File: src/rtl/evt_pkg.sv
package evt_pkg;
  localparam int NFLAG  = 12;
  localparam int ADDR_W = 5;
  localparam int REG_W  = 16;

  // flag positions (decoded by software)
  localparam int B_RXUF  = 0;
  localparam int B_RXOF  = 1;
  localparam int B_RXTH  = 2;
  localparam int B_TXOF  = 3;
  localparam int B_TXTH  = 4;
  localparam int B_RDREQ = 5;
  localparam int NENG    = 7;

  // latched flags; bits 2 and 4 follow queue levels
  localparam logic [NFLAG-1:0] LATCH_MASK = 12'hFEB;

  localparam logic [ADDR_W-1:0] A_RAW      = 5'd0;
  localparam logic [ADDR_W-1:0] A_MASK     = 5'd1;
  localparam logic [ADDR_W-1:0] A_MASKED   = 5'd2;
  localparam logic [ADDR_W-1:0] A_CLR_ALL  = 5'd3;
  localparam logic [ADDR_W-1:0] A_RXTHR    = 5'd4;
  localparam logic [ADDR_W-1:0] A_TXTHR    = 5'd5;
  localparam logic [ADDR_W-1:0] A_EN       = 5'd6;
  localparam logic [ADDR_W-1:0] A_ENST     = 5'd7;
  localparam logic [ADDR_W-1:0] A_CLR_RXUF = 5'd8;
  localparam logic [ADDR_W-1:0] A_CLR_RXOF = 5'd9;
  localparam logic [ADDR_W-1:0] A_CLR_TXOF = 5'd10;
  localparam logic [ADDR_W-1:0] A_CLR_ENG0 = 5'd11;

  function automatic logic [NFLAG-1:0] clr_sel(input logic [ADDR_W-1:0] a);
    logic [NFLAG-1:0] v;
    v = '0;
    if (a == A_CLR_RXUF) v[B_RXUF] = 1'b1;
    if (a == A_CLR_RXOF) v[B_RXOF] = 1'b1;
    if (a == A_CLR_TXOF) v[B_TXOF] = 1'b1;
    for (int k = 0; k < NENG; k++)
      if (a == ADDR_W'(int'(A_CLR_ENG0) + k)) v[B_RDREQ + k] = 1'b1;
    return v;
  endfunction
endpackage

File: src/rtl/evt_flag_bank.sv
module evt_flag_bank
  import evt_pkg::*;
(
  input  logic             clk,
  input  logic             rst_n,
  input  logic [NFLAG-1:0] set_vec,
  input  logic [NFLAG-1:0] clr_vec,
  output logic [NFLAG-1:0] flags
);
  for (genvar i = 0; i < NFLAG; i++) begin : g_flag
    always_ff @(posedge clk or negedge rst_n) begin
      if (!rst_n)          flags[i] <= 1'b0;
      else if (set_vec[i]) flags[i] <= 1'b1;   // set beats clear
      else if (clr_vec[i]) flags[i] <= 1'b0;
    end
  end
endmodule

File: src/rtl/evt_level_cmp.sv
module evt_level_cmp #(
  parameter int DEPTH = 16,
  parameter int LVL_W = 5
) (
  input  logic [LVL_W-1:0] tx_level,
  input  logic [LVL_W-1:0] rx_level,
  input  logic [LVL_W-1:0] tx_thr,
  input  logic [LVL_W-1:0] rx_thr,
  input  logic             tx_wr,
  input  logic             rx_in,
  input  logic             rx_rd,
  output logic             tx_below,
  output logic             rx_above,
  output logic             tx_ovf,
  output logic             rx_ovf,
  output logic             rx_udf,
  output logic             tx_wr_ok,
  output logic             rx_in_ok,
  output logic             rx_rd_ok
);
  localparam logic [LVL_W-1:0] FULL = LVL_W'(DEPTH);

  logic tx_full, rx_full, rx_empty;

  always_comb begin
    tx_full  = (tx_level == FULL);
    rx_full  = (rx_level == FULL);
    rx_empty = (rx_level == '0);
    tx_below = (tx_level <= tx_thr);
    rx_above = (rx_level > rx_thr);
    tx_ovf   = tx_wr & tx_full;
    rx_ovf   = rx_in & rx_full;
    rx_udf   = rx_rd & rx_empty;
    tx_wr_ok = tx_wr & ~tx_full;
    rx_in_ok = rx_in & ~rx_full;
    rx_rd_ok = rx_rd & ~rx_empty;
  end
endmodule

File: src/rtl/evt_enable_ctl.sv
module evt_enable_ctl (
  input  logic clk,
  input  logic rst_n,
  input  logic run,
  input  logic engine_idle,
  output logic en_active,
  output logic flush
);
  assign flush = ~run & en_active & engine_idle;

  always_ff @(posedge clk or negedge rst_n) begin
    if (!rst_n)                 en_active <= 1'b0;
    else if (run && !en_active) en_active <= 1'b1;
    else if (flush)             en_active <= 1'b0;
  end
endmodule

File: src/rtl/evt_reg_port.sv
module evt_reg_port
  import evt_pkg::*;
#(
  parameter int LVL_W = 5
) (
  input  logic              clk,
  input  logic              rst_n,
  input  logic              reg_wr,
  input  logic              reg_rd,
  input  logic [ADDR_W-1:0] reg_addr,
  input  logic [REG_W-1:0]  reg_wdata,
  output logic [REG_W-1:0]  reg_rdata,
  input  logic [NFLAG-1:0]  raw,
  input  logic              en_active,
  output logic [NFLAG-1:0]  mask,
  output logic [LVL_W-1:0]  tx_thr,
  output logic [LVL_W-1:0]  rx_thr,
  output logic              run,
  output logic [NFLAG-1:0]  clr_vec
);
  logic [NFLAG-1:0] sel;
  logic             unused_wdata;

  assign unused_wdata = ^reg_wdata[REG_W-1:NFLAG];
  assign sel          = clr_sel(reg_addr);

  always_ff @(posedge clk or negedge rst_n) begin
    if (!rst_n) begin
      mask   <= '0;
      tx_thr <= '0;
      rx_thr <= '0;
      run    <= 1'b0;
    end else if (reg_wr) begin
      case (reg_addr)
        A_MASK:  mask   <= reg_wdata[NFLAG-1:0];
        A_TXTHR: tx_thr <= reg_wdata[LVL_W-1:0];
        A_RXTHR: rx_thr <= reg_wdata[LVL_W-1:0];
        A_EN:    run    <= reg_wdata[0];
        default: ;
      endcase
    end
  end

  always_comb begin
    clr_vec = '0;
    if (reg_rd) clr_vec = (reg_addr == A_CLR_ALL) ? LATCH_MASK : sel;
  end

  always_comb begin
    reg_rdata = '0;
    if (reg_rd) begin
      case (reg_addr)
        A_RAW:     reg_rdata[NFLAG-1:0] = raw;
        A_MASK:    reg_rdata[NFLAG-1:0] = mask;
        A_MASKED:  reg_rdata[NFLAG-1:0] = raw & mask;
        A_CLR_ALL: reg_rdata[NFLAG-1:0] = raw;
        A_TXTHR:   reg_rdata[LVL_W-1:0] = tx_thr;
        A_RXTHR:   reg_rdata[LVL_W-1:0] = rx_thr;
        A_EN:      reg_rdata[0]         = run;
        A_ENST:    reg_rdata[0]         = en_active;
        default:   reg_rdata[0]         = |(raw & sel);
      endcase
    end
  end
endmodule

File: src/rtl/evt_status_unit.sv
module evt_status_unit
  import evt_pkg::*;
#(
  parameter int DEPTH = 16,
  localparam int LVL_W = $clog2(DEPTH + 1)
) (
  input  logic              clk,
  input  logic              rst_n,
  input  logic              reg_wr,
  input  logic              reg_rd,
  input  logic [ADDR_W-1:0] reg_addr,
  input  logic [REG_W-1:0]  reg_wdata,
  output logic [REG_W-1:0]  reg_rdata,
  input  logic [NENG-1:0]   engine_evt,
  input  logic              engine_idle,
  input  logic [LVL_W-1:0]  tx_level,
  input  logic [LVL_W-1:0]  rx_level,
  input  logic              tx_wr,
  input  logic              rx_in,
  input  logic              rx_rd,
  output logic              tx_wr_ok,
  output logic              rx_in_ok,
  output logic              rx_rd_ok,
  output logic              irq,
  output logic              run,
  output logic              en_active,
  output logic              flush
);
  logic [NFLAG-1:0] latched, raw_status, mask_q, set_vec, clr_vec, live;
  logic [LVL_W-1:0] tx_thr, rx_thr;
  logic             tx_below, rx_above, tx_ovf, rx_ovf, rx_udf;

  evt_level_cmp #(.DEPTH(DEPTH), .LVL_W(LVL_W)) u_lvl (
    .tx_level(tx_level), .rx_level(rx_level), .tx_thr(tx_thr), .rx_thr(rx_thr),
    .tx_wr(tx_wr), .rx_in(rx_in), .rx_rd(rx_rd),
    .tx_below(tx_below), .rx_above(rx_above),
    .tx_ovf(tx_ovf), .rx_ovf(rx_ovf), .rx_udf(rx_udf),
    .tx_wr_ok(tx_wr_ok), .rx_in_ok(rx_in_ok), .rx_rd_ok(rx_rd_ok)
  );

  assign set_vec = {engine_evt, 1'b0, tx_ovf, 1'b0, rx_ovf, rx_udf};
  assign live    = {{NENG{1'b0}}, tx_below, 1'b0, rx_above, 2'b00};

  evt_flag_bank u_flags (
    .clk(clk), .rst_n(rst_n), .set_vec(set_vec), .clr_vec(clr_vec), .flags(latched)
  );

  assign raw_status = (latched & LATCH_MASK) | live;
  assign irq        = |(raw_status & mask_q);

  evt_reg_port #(.LVL_W(LVL_W)) u_regs (
    .clk(clk), .rst_n(rst_n), .reg_wr(reg_wr), .reg_rd(reg_rd),
    .reg_addr(reg_addr), .reg_wdata(reg_wdata), .reg_rdata(reg_rdata),
    .raw(raw_status), .en_active(en_active), .mask(mask_q),
    .tx_thr(tx_thr), .rx_thr(rx_thr), .run(run), .clr_vec(clr_vec)
  );

  evt_enable_ctl u_en (
    .clk(clk), .rst_n(rst_n), .run(run), .engine_idle(engine_idle),
    .en_active(en_active), .flush(flush)
  );
endmodule

File: config.mk
export PLATFORM = sky130hd
export DESIGN_NAME = evt_status_unit
export DESIGN_NICKNAME = d
export VERILOG_FILES = /design/src/rtl/evt_pkg.sv /design/src/rtl/evt_flag_bank.sv /design/src/rtl/evt_level_cmp.sv /design/src/rtl/evt_enable_ctl.sv /design/src/rtl/evt_reg_port.sv /design/src/rtl/evt_status_unit.sv
export SDC_FILE = /design/constraint.sdc
export NUM_CORES = 1
export LEC_CHECK = 0
export ABC_AREA = 0
export BUFFER_PORTS_ARGS = -buffer_cell sky130_fd_sc_hd__buf_2
export CAP_MARGIN = 20
export CELL_PAD_IN_SITES_DETAIL_PLACEMENT = 1
export CELL_PAD_IN_SITES_GLOBAL_PLACEMENT = 1
export CORE_MARGIN = 2
export CORE_UTILIZATION = 40
export DETAILED_ROUTE_END_ITERATION = 12
export HOLD_SLACK_MARGIN = 0.03
export PLACE_DENSITY = 0.88
export SYNTH_ARGS = -nofsm -noshare
export SYNTH_HDL_FRONTEND = slang
export SYNTH_SLANG_ARGS = --single-unit
File: constraint.sdc
create_clock -name clk -period 2.7 [get_ports clk]
set_clock_uncertainty 0.15 [all_clocks]
set_input_delay 0.54 -clock clk [delete_from_list [all_inputs] [get_ports clk]]
set_output_delay 0.54 -clock clk [all_outputs]
set_load 0.03 [all_outputs]
==> flow_metrics.env <==
export IMPL_status="finished clean"
export IMPL_port_buffers=60
export IMPL_stdcell_count=400
export IMPL_hold_path_class="in -> async"
export IMPL_async_flop_share_pct=100
export IMPL_die_height_microns=82.2
export IMPL_setup_viol=0
export IMPL_power_density_mw_per_mm2=529
export IMPL_ant_nets=0
export IMPL_antenna_cells=0
export IMPL_gp_congestion=0.821
export IMPL_grt_max_degree=35
export IMPL_synth_edff_count=0
export IMPL_synth_top_cells_by_area="dfrtp_1 (35%), mux2_1 (5.5%), ha_1 (5.1%), mux2_2 (3.7%), mux2_4 (3.1%)"
export IMPL_fin_util_pct=51.7
export IMPL_core_rowCount=28
export IMPL_clk_latency_ns=0.29
export IMPL_die_area_sq_mm=0.00676
export IMPL_yosysSeqAreaShare_pct=34.7
export IMPL_vias=2351
export IMPL_dp_hpwl_microns=5430
export IMPL_timing_slew_headroom_pct=46.5
export IMPL_dp_cells=383
export IMPL_r2r_end="u_regs.tx_thr[2]$_DFFE_PN0P_"
export IMPL_antenna_found_initial=0
export IMPL_cp_arrival_ns=2.00
export IMPL_clkTransAtPathRegs_ns=0.07
export IMPL_drtIter0Drc=206
export IMPL_setup_tns_ns=0
export IMPL_synthCells=249
export IMPL_yosys_most_used_dff="dfrtp_1"
export IMPL_ctsRootBufferMaster="clkbuf_8"
export IMPL_maxCapViolCount=0
export IMPL_clockBufferDepth=2
export IMPL_fmax_mhz=372
export IMPL_syn_area_per_cell_sq_um=9.83
export IMPL_crit_fanout=16
export IMPL_finalCritPeriodShare_pct=99.6
export IMPL_synth_cell_types=60
export IMPL_r2r_start="u_regs.tx_thr[2]$_DFFE_PN0P_"
export IMPL_critPathKind="in -> out"
export IMPL_r2r_cells=3
export IMPL_io_pins=69
export IMPL_cts_hold_buf=0
export IMPL_cp_required_ns=2.01
export IMPL_synth_warnings=0
export IMPL_total_power_mw=1.62
export IMPL_wl_per_cell_microns=19.0
export IMPL_syn_area_sq_mm=0.00245
export IMPL_hold_viol=0
export IMPL_r2r_setup_slack_ns=1.46
export IMPL_yosysTopAreaCell="dfrtp_1"
export IMPL_slew_viol_final=0
export IMPL_cts_tree="done"
export IMPL_cp_start_kind="input pin"
export IMPL_cts_made_buffers=5
export IMPL_drive_gt1_share_pct=37.2
export IMPL_yosys_register_bits=34
export IMPL_start_util_pct=41.4
export IMPL_layout_nets=380
export IMPL_area_growth_pct=25.0
export IMPL_worstMarginPinSlew_ns=0.802
export IMPL_cts_sinks=34
export IMPL_endpoint_kind="output pin"
export IMPL_p_leak_nw=1.43
export IMPL_routed_via_density=5.88
export IMPL_routed_wl_microns=7600
export IMPL_drc_errors=0
export IMPL_period_needed_ns=2.69
export IMPL_first_global_vias=2302
export IMPL_dieWidth_microns=82.2
export IMPL_coreArea_sq_mm=0.00592
export IMPL_cts_max_level=2
export IMPL_first_pass_iters=4
export IMPL_grt_pass1_wl_microns=11700
export IMPL_max_vdd_ir_drop_v=0.000285
export IMPL_grt_ovfl_total=0
export IMPL_grt_usage_pct=22.8
export IMPL_synth_top_area_share_pct=34.7
layer usage:
metal / vias to the layer above / part of all wire (%) / global-route usage [%]
met5: - / 0 / 0
met4: 0 / 1.6 / 6.50
met3: 12 / 4.2 / 3.37
met2: 81 / 48 / 36.6
met1: 1176 / 46 / 31.9
li1: 1082 / - / -
worst max-delay path by stage:
| stage | startpoint | endpoint | slack [ns] | cells past startpoint |
|---|---|---|---|---|
| after CTS | rx_level[4] | irq | 0.0004 | 7 |
| final | reg_addr[2] | reg_rdata[1] | 0.01 | 6 |
| after global routing | u_regs.rx_thr[2]$_DFFE_PN0P_ | irq | -0.03 | 7 |
| after floorplan | reg_addr[1] | reg_rdata[10] | 0.15 | 5 |
| after detailed placement | rx_level[3] | irq | -0.04 | 7 |
| after global placement | rx_level[3] | irq | -0.002 | 7 |
state kept, by name (all words and copies together) (netlist names):
register	cells
u_regs.rx_thr	5
u_regs.run	1
u_en.en_active	1
u_flags.flags	10
u_regs.tx_thr	5
u_regs.mask	12
Yosys cell counts (3+ instances only):
library cell,n
dfrtp_1,34
nor2b_1,5
and3_1,3
nand3b_1,3
nand4_1,4
nor2_1,5
buf_4,6
o22ai_1,10
nand2_1,12
o21ai_0,10
mux2_1,12
a21o_1,9
a211oi_1,7
ha_1,10
a22oi_1,4
nor3_1,3
mux2i_1,5
mux2_4,5
mux2_2,8
inv_1,15
a32oi_1,3
nand3_1,8
buf_2,10
a21oi_1,8
nand2b_1,5
critical path, stage by stage:
cell and delay, ns:
buf_2 0.28, nor3b_2 0.35, and3_4 0.28, a32oi_1 0.07, a21oi_1 0.24, buf_2 0.24
per-stage QoR:
stage | area, sq um | hold slack (ns) | setup slack, ns
global route | 3060 | 0.233 | -0.0328
global placement | 2850 | 0.357 | -0.00212
floorplan | 2460 | 0.0944 | 0.153
detailed placement | 2850 | 0.368 | -0.0399
finish | 3060 | 0.186 | 0.0115
CTS | 3000 | 0.197 | 0.000390
kinds of logic (layout without fill, tap and decap cells):
kind of cell / count (synthesis) / in the layout / share of synthesized area, %
AOI/OAI and AO/OA: 73 / 73 / 21.4
and+or+nand+nor: 64 / 64 / 15.5
DFF: 34 / 34 / 34.7
buffers and inverters: 33 / 106 / 6.80
muxes: 31 / 31 / 15.2
adders and majority gates: 10 / 10 / 5.11
xor gates and xnor gates: 3 / 3 / 1.07
other: 1 / 4 / 0.153
layout by cell type, fill, tap and decap left out, drive strengths merged, types with 3 or more instances in the layout:
cell type / instances
clkbuf: 5
o22ai: 10
ha: 10
o21ai: 11
and3: 4
a32oi: 3
nand2b: 5
nand2: 14
conb: 4
nand3b: 3
nor3b: 3
mux2i: 5
buf: 82
nor3: 4
a21o: 9
a21oi: 8
nand4: 4
dfrtp: 34
nor2b: 5
a22oi: 4
mux2: 25
a211oi: 7
nor2: 5
inv: 16
nand3: 8
repair_timing:
item,4_1_cts,5_1_grt
gates cloned,0,0
pin swaps,1,4
setup buffers,6,3
resized for setup,2,8
endpoints found under the setup margin,1,2
final cells by class:
type	instances	area [sq um]
fillers	698	2860
multi-input cells	185	1490
flip-flops and latches	34	851
repair buffers	82	472
well taps	75	93.8
clock buffers	5	68.8
inverters	16	60.1
clock inverters	3	21.3
where the power goes:
group	internal, mW	switching [mW]	total (mW)
logic	0.271	0.283	0.554
clock network	0.181	0.201	0.382
registers	0.593	0.0885	0.681
total	1.04	0.573	1.62
(Power assumes the default switching activity.)
